$ cat src/rtl/segalloc_pkg.sv
package segalloc_pkg;

  typedef enum logic [2:0] {
    ST_IDLE,
    ST_NEWSEG,
    ST_SCAN,
    ST_SKIP,
    ST_DONE
  } state_t;

  // strobes from control to datapath
  typedef struct packed {
    logic initRun;
    logic newSeg;
    logic addWord;
    logic accept;
    logic selCode;
    logic skipBegin;
    logic skipStep;
    logic skipHit;
  } strobe_t;

  // status from datapath to control
  typedef struct packed {
    logic tailPastEnd;
    logic fullAvail;
    logic covered;
    logic coverable;
    logic endAfterAccept;
    logic wordHit;
    logic lastWord;
  } flags_t;

endpackage

$ cat src/rtl/segalloc_dp.sv
module segalloc_dp
  import segalloc_pkg::*;
#(
  parameter int NUM_CELLS = 4096,
  parameter int WORD_W    = 64,
  parameter int NUM_CODES = 8,
  parameter int T_W       = 6,
  parameter int LEN_W     = 13
) (
  input  logic                             clk,
  input  logic                             rstN,
  input  strobe_t                          stb,
  input  logic [LEN_W-1:0]                 userLen,
  input  logic [T_W-1:0]                   margin,
  input  logic [NUM_CODES*T_W-1:0]         codeT,
  input  logic [NUM_CODES*LEN_W-1:0]       codeRed,
  input  logic [WORD_W-1:0]                rdData,
  output logic [$clog2(NUM_CELLS/WORD_W)-1:0] rdAddr,
  output logic [$clog2(NUM_CELLS/WORD_W):0]   cfgAddr,
  output logic [$clog2(NUM_CELLS/WORD_W)+$clog2(NUM_CODES)-1:0] cfgData,
  output flags_t                           flg
);

  localparam int NUM_WORDS = NUM_CELLS / WORD_W;
  localparam int SH        = $clog2(WORD_W);
  localparam int WA_W      = $clog2(NUM_WORDS);
  localparam int CIDX_W    = $clog2(NUM_CODES);
  localparam int EW        = LEN_W + 2;
  localparam logic [EW-1:0]   CELLS_E = EW'(NUM_CELLS);
  localparam logic [EW-1:0]   ALIGN_M = EW'(WORD_W - 1);
  localparam logic [WA_W:0]   LAST_W  = (WA_W+1)'(NUM_WORDS - 1);

  logic [EW-1:0]     headQ, tailQ, cntFullQ;
  logic [WA_W:0]     ptrQ, segQ;
  logic [T_W-1:0]    tCurQ;
  logic [CIDX_W-1:0] selQ;

  function automatic logic [EW-1:0] popc(input logic [WORD_W-1:0] v);
    logic [EW-1:0] s;
    s = '0;
    for (int i = 0; i < WORD_W; i++) s = s + EW'(v[i]);
    return s;
  endfunction

  logic [EW-1:0]     ptrCell, tailUp, defCnt, wordPop, partPop;
  logic [WORD_W-1:0] tailMask;
  logic [EW:0]       req;
  logic [T_W-1:0]    tMax, bestT;
  logic [LEN_W-1:0]  bestRed;
  logic [CIDX_W-1:0] bestIdx;
  logic              found;

  always_comb begin
    ptrCell  = EW'(ptrQ) << SH;
    tailMask = (WORD_W'(1) << tailQ[SH-1:0]) - WORD_W'(1);
    wordPop  = popc(rdData);
    partPop  = popc(rdData & tailMask);
    defCnt   = cntFullQ + partPop;
    req      = {1'b0, defCnt} + (EW+1)'(margin);
    tailUp   = (tailQ + ALIGN_M) & ~ALIGN_M;
  end

  // least-redundancy code that covers req; strict < keeps lowest index on ties
  always_comb begin
    tMax    = '0;
    found   = 1'b0;
    bestIdx = '0;
    bestT   = '0;
    bestRed = '0;
    for (int i = 0; i < NUM_CODES; i++) begin
      if (codeT[i*T_W +: T_W] > tMax) tMax = codeT[i*T_W +: T_W];
      if (((EW+1)'(codeT[i*T_W +: T_W]) >= req) &&
          (!found || (codeRed[i*LEN_W +: LEN_W] < bestRed))) begin
        found   = 1'b1;
        bestIdx = CIDX_W'(i);
        bestT   = codeT[i*T_W +: T_W];
        bestRed = codeRed[i*LEN_W +: LEN_W];
      end
    end
  end

  always_comb begin
    flg.tailPastEnd    = tailQ > CELLS_E;
    flg.fullAvail      = (ptrCell + EW'(WORD_W)) <= tailQ;
    flg.covered        = (EW+1)'(tCurQ) >= req;
    flg.coverable      = req <= (EW+1)'(tMax);
    flg.endAfterAccept = tailUp >= CELLS_E;
    flg.wordHit        = |rdData;
    flg.lastWord       = ptrQ == LAST_W;
  end

  always_ff @(posedge clk or negedge rstN) begin
    if (!rstN) begin
      headQ    <= '0;
      tailQ    <= '0;
      cntFullQ <= '0;
      ptrQ     <= '0;
      segQ     <= '0;
      tCurQ    <= '0;
      selQ     <= '0;
    end else begin
      if (stb.initRun) begin
        headQ <= '0;
        segQ  <= '0;
      end
      if (stb.newSeg) begin
        tailQ    <= headQ + EW'(userLen);
        tCurQ    <= '0;
        selQ     <= '0;
        cntFullQ <= '0;
        ptrQ     <= headQ[SH +: WA_W+1];
      end
      if (stb.addWord) begin
        cntFullQ <= cntFullQ + wordPop;
        ptrQ     <= ptrQ + (WA_W+1)'(1);
      end
      if (stb.selCode) begin
        selQ  <= bestIdx;
        tCurQ <= bestT;
        tailQ <= headQ + EW'(userLen) + EW'(bestRed);
      end
      if (stb.accept) begin
        headQ <= tailUp;
        segQ  <= segQ + (WA_W+1)'(1);
      end
      if (stb.skipBegin) ptrQ <= headQ[SH +: WA_W+1];
      if (stb.skipStep)  ptrQ <= ptrQ + (WA_W+1)'(1);
      if (stb.skipHit)   headQ <= (EW'(ptrQ) + EW'(1)) << SH;
    end
  end

  assign rdAddr  = ptrQ[WA_W-1:0];
  assign cfgAddr = segQ;
  assign cfgData = {headQ[SH +: WA_W], selQ};

endmodule

$ cat src/rtl/segalloc_ctrl.sv
module segalloc_ctrl
  import segalloc_pkg::*;
(
  input  logic    clk,
  input  logic    rstN,
  input  logic    start,
  input  flags_t  flg,
  output strobe_t stb,
  output logic    done
);

  state_t stQ, stD;

  always_comb begin
    stD = stQ;
    stb = '0;
    unique case (stQ)
      ST_IDLE, ST_DONE: begin
        if (start) begin
          stb.initRun = 1'b1;
          stD = ST_NEWSEG;
        end
      end
      ST_NEWSEG: begin
        stb.newSeg = 1'b1;
        stD = ST_SCAN;
      end
      ST_SCAN: begin
        if (flg.tailPastEnd) begin
          stD = ST_DONE;
        end else if (flg.fullAvail) begin
          stb.addWord = 1'b1;
        end else if (flg.covered) begin
          stb.accept = 1'b1;
          stD = flg.endAfterAccept ? ST_DONE : ST_NEWSEG;
        end else if (flg.coverable) begin
          stb.selCode = 1'b1;
        end else begin
          stb.skipBegin = 1'b1;
          stD = ST_SKIP;
        end
      end
      ST_SKIP: begin
        if (flg.wordHit) begin
          stb.skipHit = 1'b1;
          stD = flg.lastWord ? ST_DONE : ST_NEWSEG;
        end else if (flg.lastWord) begin
          stD = ST_DONE;
        end else begin
          stb.skipStep = 1'b1;
        end
      end
      default: stD = ST_IDLE;
    endcase
  end

  always_ff @(posedge clk or negedge rstN) begin
    if (!rstN) stQ <= ST_IDLE;
    else       stQ <= stD;
  end

  assign done = stQ == ST_DONE;

endmodule

$ cat src/rtl/segment_allocator.sv
module segment_allocator
  import segalloc_pkg::*;
#(
  parameter int NUM_CELLS = 4096,
  parameter int WORD_W    = 64,
  parameter int NUM_CODES = 8,
  parameter int T_W       = 6,
  parameter int LEN_W     = 13
) (
  input  logic                                  clk,
  input  logic                                  rstN,
  input  logic                                  start,
  input  logic [LEN_W-1:0]                      userLen,
  input  logic [T_W-1:0]                        margin,
  input  logic [NUM_CODES*T_W-1:0]              codeT,
  input  logic [NUM_CODES*LEN_W-1:0]            codeRed,
  output logic [$clog2(NUM_CELLS/WORD_W)-1:0]   rdAddr,
  input  logic [WORD_W-1:0]                     rdData,
  output logic                                  cfgWe,
  output logic [$clog2(NUM_CELLS/WORD_W):0]     cfgAddr,
  output logic [$clog2(NUM_CELLS/WORD_W)+$clog2(NUM_CODES)-1:0] cfgData,
  output logic                                  done
);

  strobe_t stb;
  flags_t  flg;

  segalloc_ctrl u_ctrl (
    .clk   (clk),
    .rstN  (rstN),
    .start (start),
    .flg   (flg),
    .stb   (stb),
    .done  (done)
  );

  segalloc_dp #(
    .NUM_CELLS (NUM_CELLS),
    .WORD_W    (WORD_W),
    .NUM_CODES (NUM_CODES),
    .T_W       (T_W),
    .LEN_W     (LEN_W)
  ) u_dp (
    .clk     (clk),
    .rstN    (rstN),
    .stb     (stb),
    .userLen (userLen),
    .margin  (margin),
    .codeT   (codeT),
    .codeRed (codeRed),
    .rdData  (rdData),
    .rdAddr  (rdAddr),
    .cfgAddr (cfgAddr),
    .cfgData (cfgData),
    .flg     (flg)
  );

  assign cfgWe = stb.accept;

endmodule

$ cat config.mk
export PLATFORM = sky130hd
export DESIGN_NAME = segment_allocator
export DESIGN_NICKNAME = d
export VERILOG_FILES = /design/src/rtl/segalloc_pkg.sv /design/src/rtl/segalloc_dp.sv /design/src/rtl/segalloc_ctrl.sv /design/src/rtl/segment_allocator.sv
export SDC_FILE = /design/constraint.sdc
export NUM_CORES = 1
export LEC_CHECK = 0
export BUFFER_PORTS_ARGS = -buffer_cell sky130_fd_sc_hd__buf_2
export CAP_MARGIN = 20
export CORE_MARGIN = 2
export CORE_UTILIZATION = 50
export DETAILED_ROUTE_END_ITERATION = 8
export PLACE_DENSITY = 0.74
export SLEW_MARGIN = 20
export SYNTH_ARGS = -nofsm -noshare
export SYNTH_HDL_FRONTEND = slang
export SYNTH_HIERARCHICAL = 1
export SYNTH_SLANG_ARGS = --single-unit
$ cat constraint.sdc
create_clock -name clk -period 28.1 [get_ports clk]
set_input_delay 1.405 -clock clk [delete_from_list [all_inputs] [get_ports clk]]
set_output_delay 1.405 -clock clk [all_outputs]
set_load 0.05 [all_outputs]
==> metrics <==
final critical-path share of the clock period 95.2%; number of instances on the worst hold path 1; pin slew with the least headroom to its limit 1.06 ns; Synth-to-Final Area Change 14.2%; flop and latch count out of synthesis 65; share of final-layout standard cells stronger than drive strength 1 16.9%; Netlist Area Pre-Place 0.0177 mm²; share of the synthesized area in the top cell type 22.1%; origin of the worst min-delay path u_dp/cfgAddr[6]; total gr overflow 0; DRC violations left 0; via count 17855; Post-Route Skew 0.00998 ns; post-synth top area cell sky130_fd_sc_hd__ha_1; number of nets with antenna violations after routing 0; floorplan core area 0.0347 mm²; starting DRC count in detailed routing 1227; TritonCTS sink count 65; Die Span Y 192 µm; dominant register cell in the synthesized netlist sky130_fd_sc_hd__dfrtp_1; CP most frequent cell sky130_fd_sc_hd__fa_1; most common cell after layout, fill and taps aside sky130_fd_sc_hd__ha_1; post-CTS clock slew at the launch and capture registers of the worst setup and hold paths 0.06 ns; smallest setup slack after layout 1.34 ns; dpl cell area 0.0195 mm²; syn_nets 2896; top library cells by usage in the layout, fill and taps aside sky130_fd_sc_hd__ha_1, sky130_fd_sc_hd__buf_2, sky130_fd_sc_hd__nand2_1; slowest stage cell, crit path sky130_fd_sc_hd__or4_1; top fanout value on the critical path 16; final number of hold-violating endpoints 0; global placement routability congestion 1.03; share of synthesized flip-flops with an asynchronous set or reset 100%; routed length per instance 20.2 µm; class of the most critical setup path flip-flop to flip-flop; Largest stage delay, worst path 0.55 ns; die extent in x 192 µm; arrival time of the worst setup path 26.96 ns; H-tree levels 3; largest net degree at the start of global routing 66; initial antenna violation count 18; synthesized netlist cell count 2234; run status complete, no violations; row cnt 68; Period minus WS final 26.76 ns; Global Route Usage Sum 31.8%; depth of the most critical reg-to-reg path 133; yosys synthesis warning count 6; achievable frequency 0.0374 GHz; vias in the first global route 17518; maximum clock path buffer count 2; clock root buffer master sky130_fd_sc_hd__clkbuf_16; average cell area after synthesis 7.92 µm²; half-perimeter wire length after placement 49.7 mm; Hold EP u_dp/cfgAddr[6]; crit path capture type flip-flop; Synth cell types 84; TritonCTS clock tree yes; number of max-cap violations 0; number of flops mapped to enable cells by yosys 0; main area contributors after synthesis sky130_fd_sc_hd__ha_1, sky130_fd_sc_hd__fa_1, sky130_fd_sc_hd__dfrtp_1, sky130_fd_sc_hd__nand2_1, sky130_fd_sc_hd__inv_1; Setup violations, final 0; Num CTS Buffers 9; nets 3137; worst r2r dst u_dp/tailQ[14]; CP startpoint kind flip-flop; clk_lat worst skew 0.35 ns; final-layout setup total negative slack 0 ns; Layout Utilization 58.2%; number of ports placed on the die boundary 262; DRT Pass-1 Iters 5; cts-stage hold buffer count 0; die area 0.0369 mm²; post-route standard cell area excluding fillers 0.0202 mm²; max-slew violations 0; path type of the worst min-delay path flip-flop to flip-flop; required time of the worst setup path 28.31 ns; first-pass GRT wire length 92.3 mm; setup slack of the most critical reg-to-reg path 1.34 ns; worst-case headroom to the max-slew limit 29.0%; total routed wirelength 59.5 mm; Via density 6.07; source of the worst register-to-register timing path u_dp/tailQ[1]; worst setup slack before clock tree synthesis -0.721 ns; initial standard-cell utilization of the core 51.0%; sequential-to-total area share from yosys stat 9.19%; # port buffers 261
==> cells in the mapped netlist (all sizes together) (7+ instances only) <==
cell type and number:
ha 312, nand2 241, inv 230, o21ai 149, a21oi 121, fa 112, nor2 111, clkbuf 65
dfrtp 65, o211ai 60, a21o 57, and2 41, mux2i 40, nand3 40, xnor2 39, nand2b 37
buf 36, o21a 36, nand4 35, nor2b 35, o21bai 31, nor3 28, a31oi 26, nor3b 25
a211oi 21, or2 18, xor2 18, nor4 17, and3 16, a22o 15, o2111ai 15, mux2 11
o31ai 11, a211o 9, nor4b 8, o22ai 8, o311ai 7
==> area by class of cell <==
class / count / area (µm²)
Multi-Input combinational cell: 1841 / 15000
Fill cell: 3250 / 14500
Timing Repair Buffer: 328 / 1830
Sequential cell: 65 / 1630
Inverter: 230 / 863
Tap cell: 455 / 569
Clock buffer: 9 / 225
Clock inverter: 7 / 77.6
Antenna cell: 5 / 12.5
==> metal layers <==
metal  track usage [%]  vias up  wire (µm)
li1                  -     8478          -
met1              41.1     8498      25100
met2              52.9      706      27800
met3              5.66      147       4250
met4              11.4       26       2210
met5                 0        -        177
==> worst max-delay path, delay by kind of cell (launching register included) <==
kind,cells,cell delay [ns]
flip-flops,1,0.38
multiplexers,1,0.20
XOR/XNOR,1,0.14
adder cells (fa/ha/maj),21,8.30
AO/OA/AOI/OAI,60,9.86
AND/OR/NAND/NOR,36,5.72
buffers and inverters,14,1.97
==> metrics by stage <==
stage | hold slack [ns] | instances
after floorplan | 0.466 | 2234
after global placement | 0.473 | 2889
after detailed placement | 0.474 | 2889
after CTS | 0.489 | 2912
after global routing | 0.499 | 2936
final | 0.491 | 2940
==> worst max-delay path by stage <==
stage,from,cells after the start,endpoint
after floorplan,u_dp/tailQ[2],139,u_dp/tailQ[14]
after global placement,u_dp/tailQ[1],129,u_dp/tailQ[14]
after detailed placement,u_dp/tailQ[2],125,u_dp/tailQ[11]
after CTS,u_dp/tailQ[2],127,u_dp/tailQ[14]
after global routing,u_dp/tailQ[1],133,u_dp/tailQ[14]
final,u_dp/tailQ[1],133,u_dp/tailQ[14]
==> state kept, by name (all words and copies together) (netlist names) <==
signal	flops
u_dp/headQ	9
u_dp/cntFullQ	15
u_dp/tCurQ	6
u_ctrl/stQ	3
u_dp/cfgAddr	7
u_dp/tailQ	15
u_dp/selQ	3
u_dp/ptrQ	7
==> logic make-up after synthesis <==
kind of cell | synth area share [%]
simple gates | 19.1
compound gates | 23.7
fa+ha+maj | 34.7
buf+inv | 7.47
flops | 9.19
xor+xnor | 2.82
mux | 2.96
other cells | 0.0212
==> what timing repair did <==
action,CTS,global route
pin swaps,2,18
resized for setup,6,45
cloned,0,5
endpoints found under the setup margin,8,14
buffers inserted,7,18
Power is left out: the tool's default activity adds up to more than one toggle a clock period on the data nets, which glitch-free logic cannot reach.
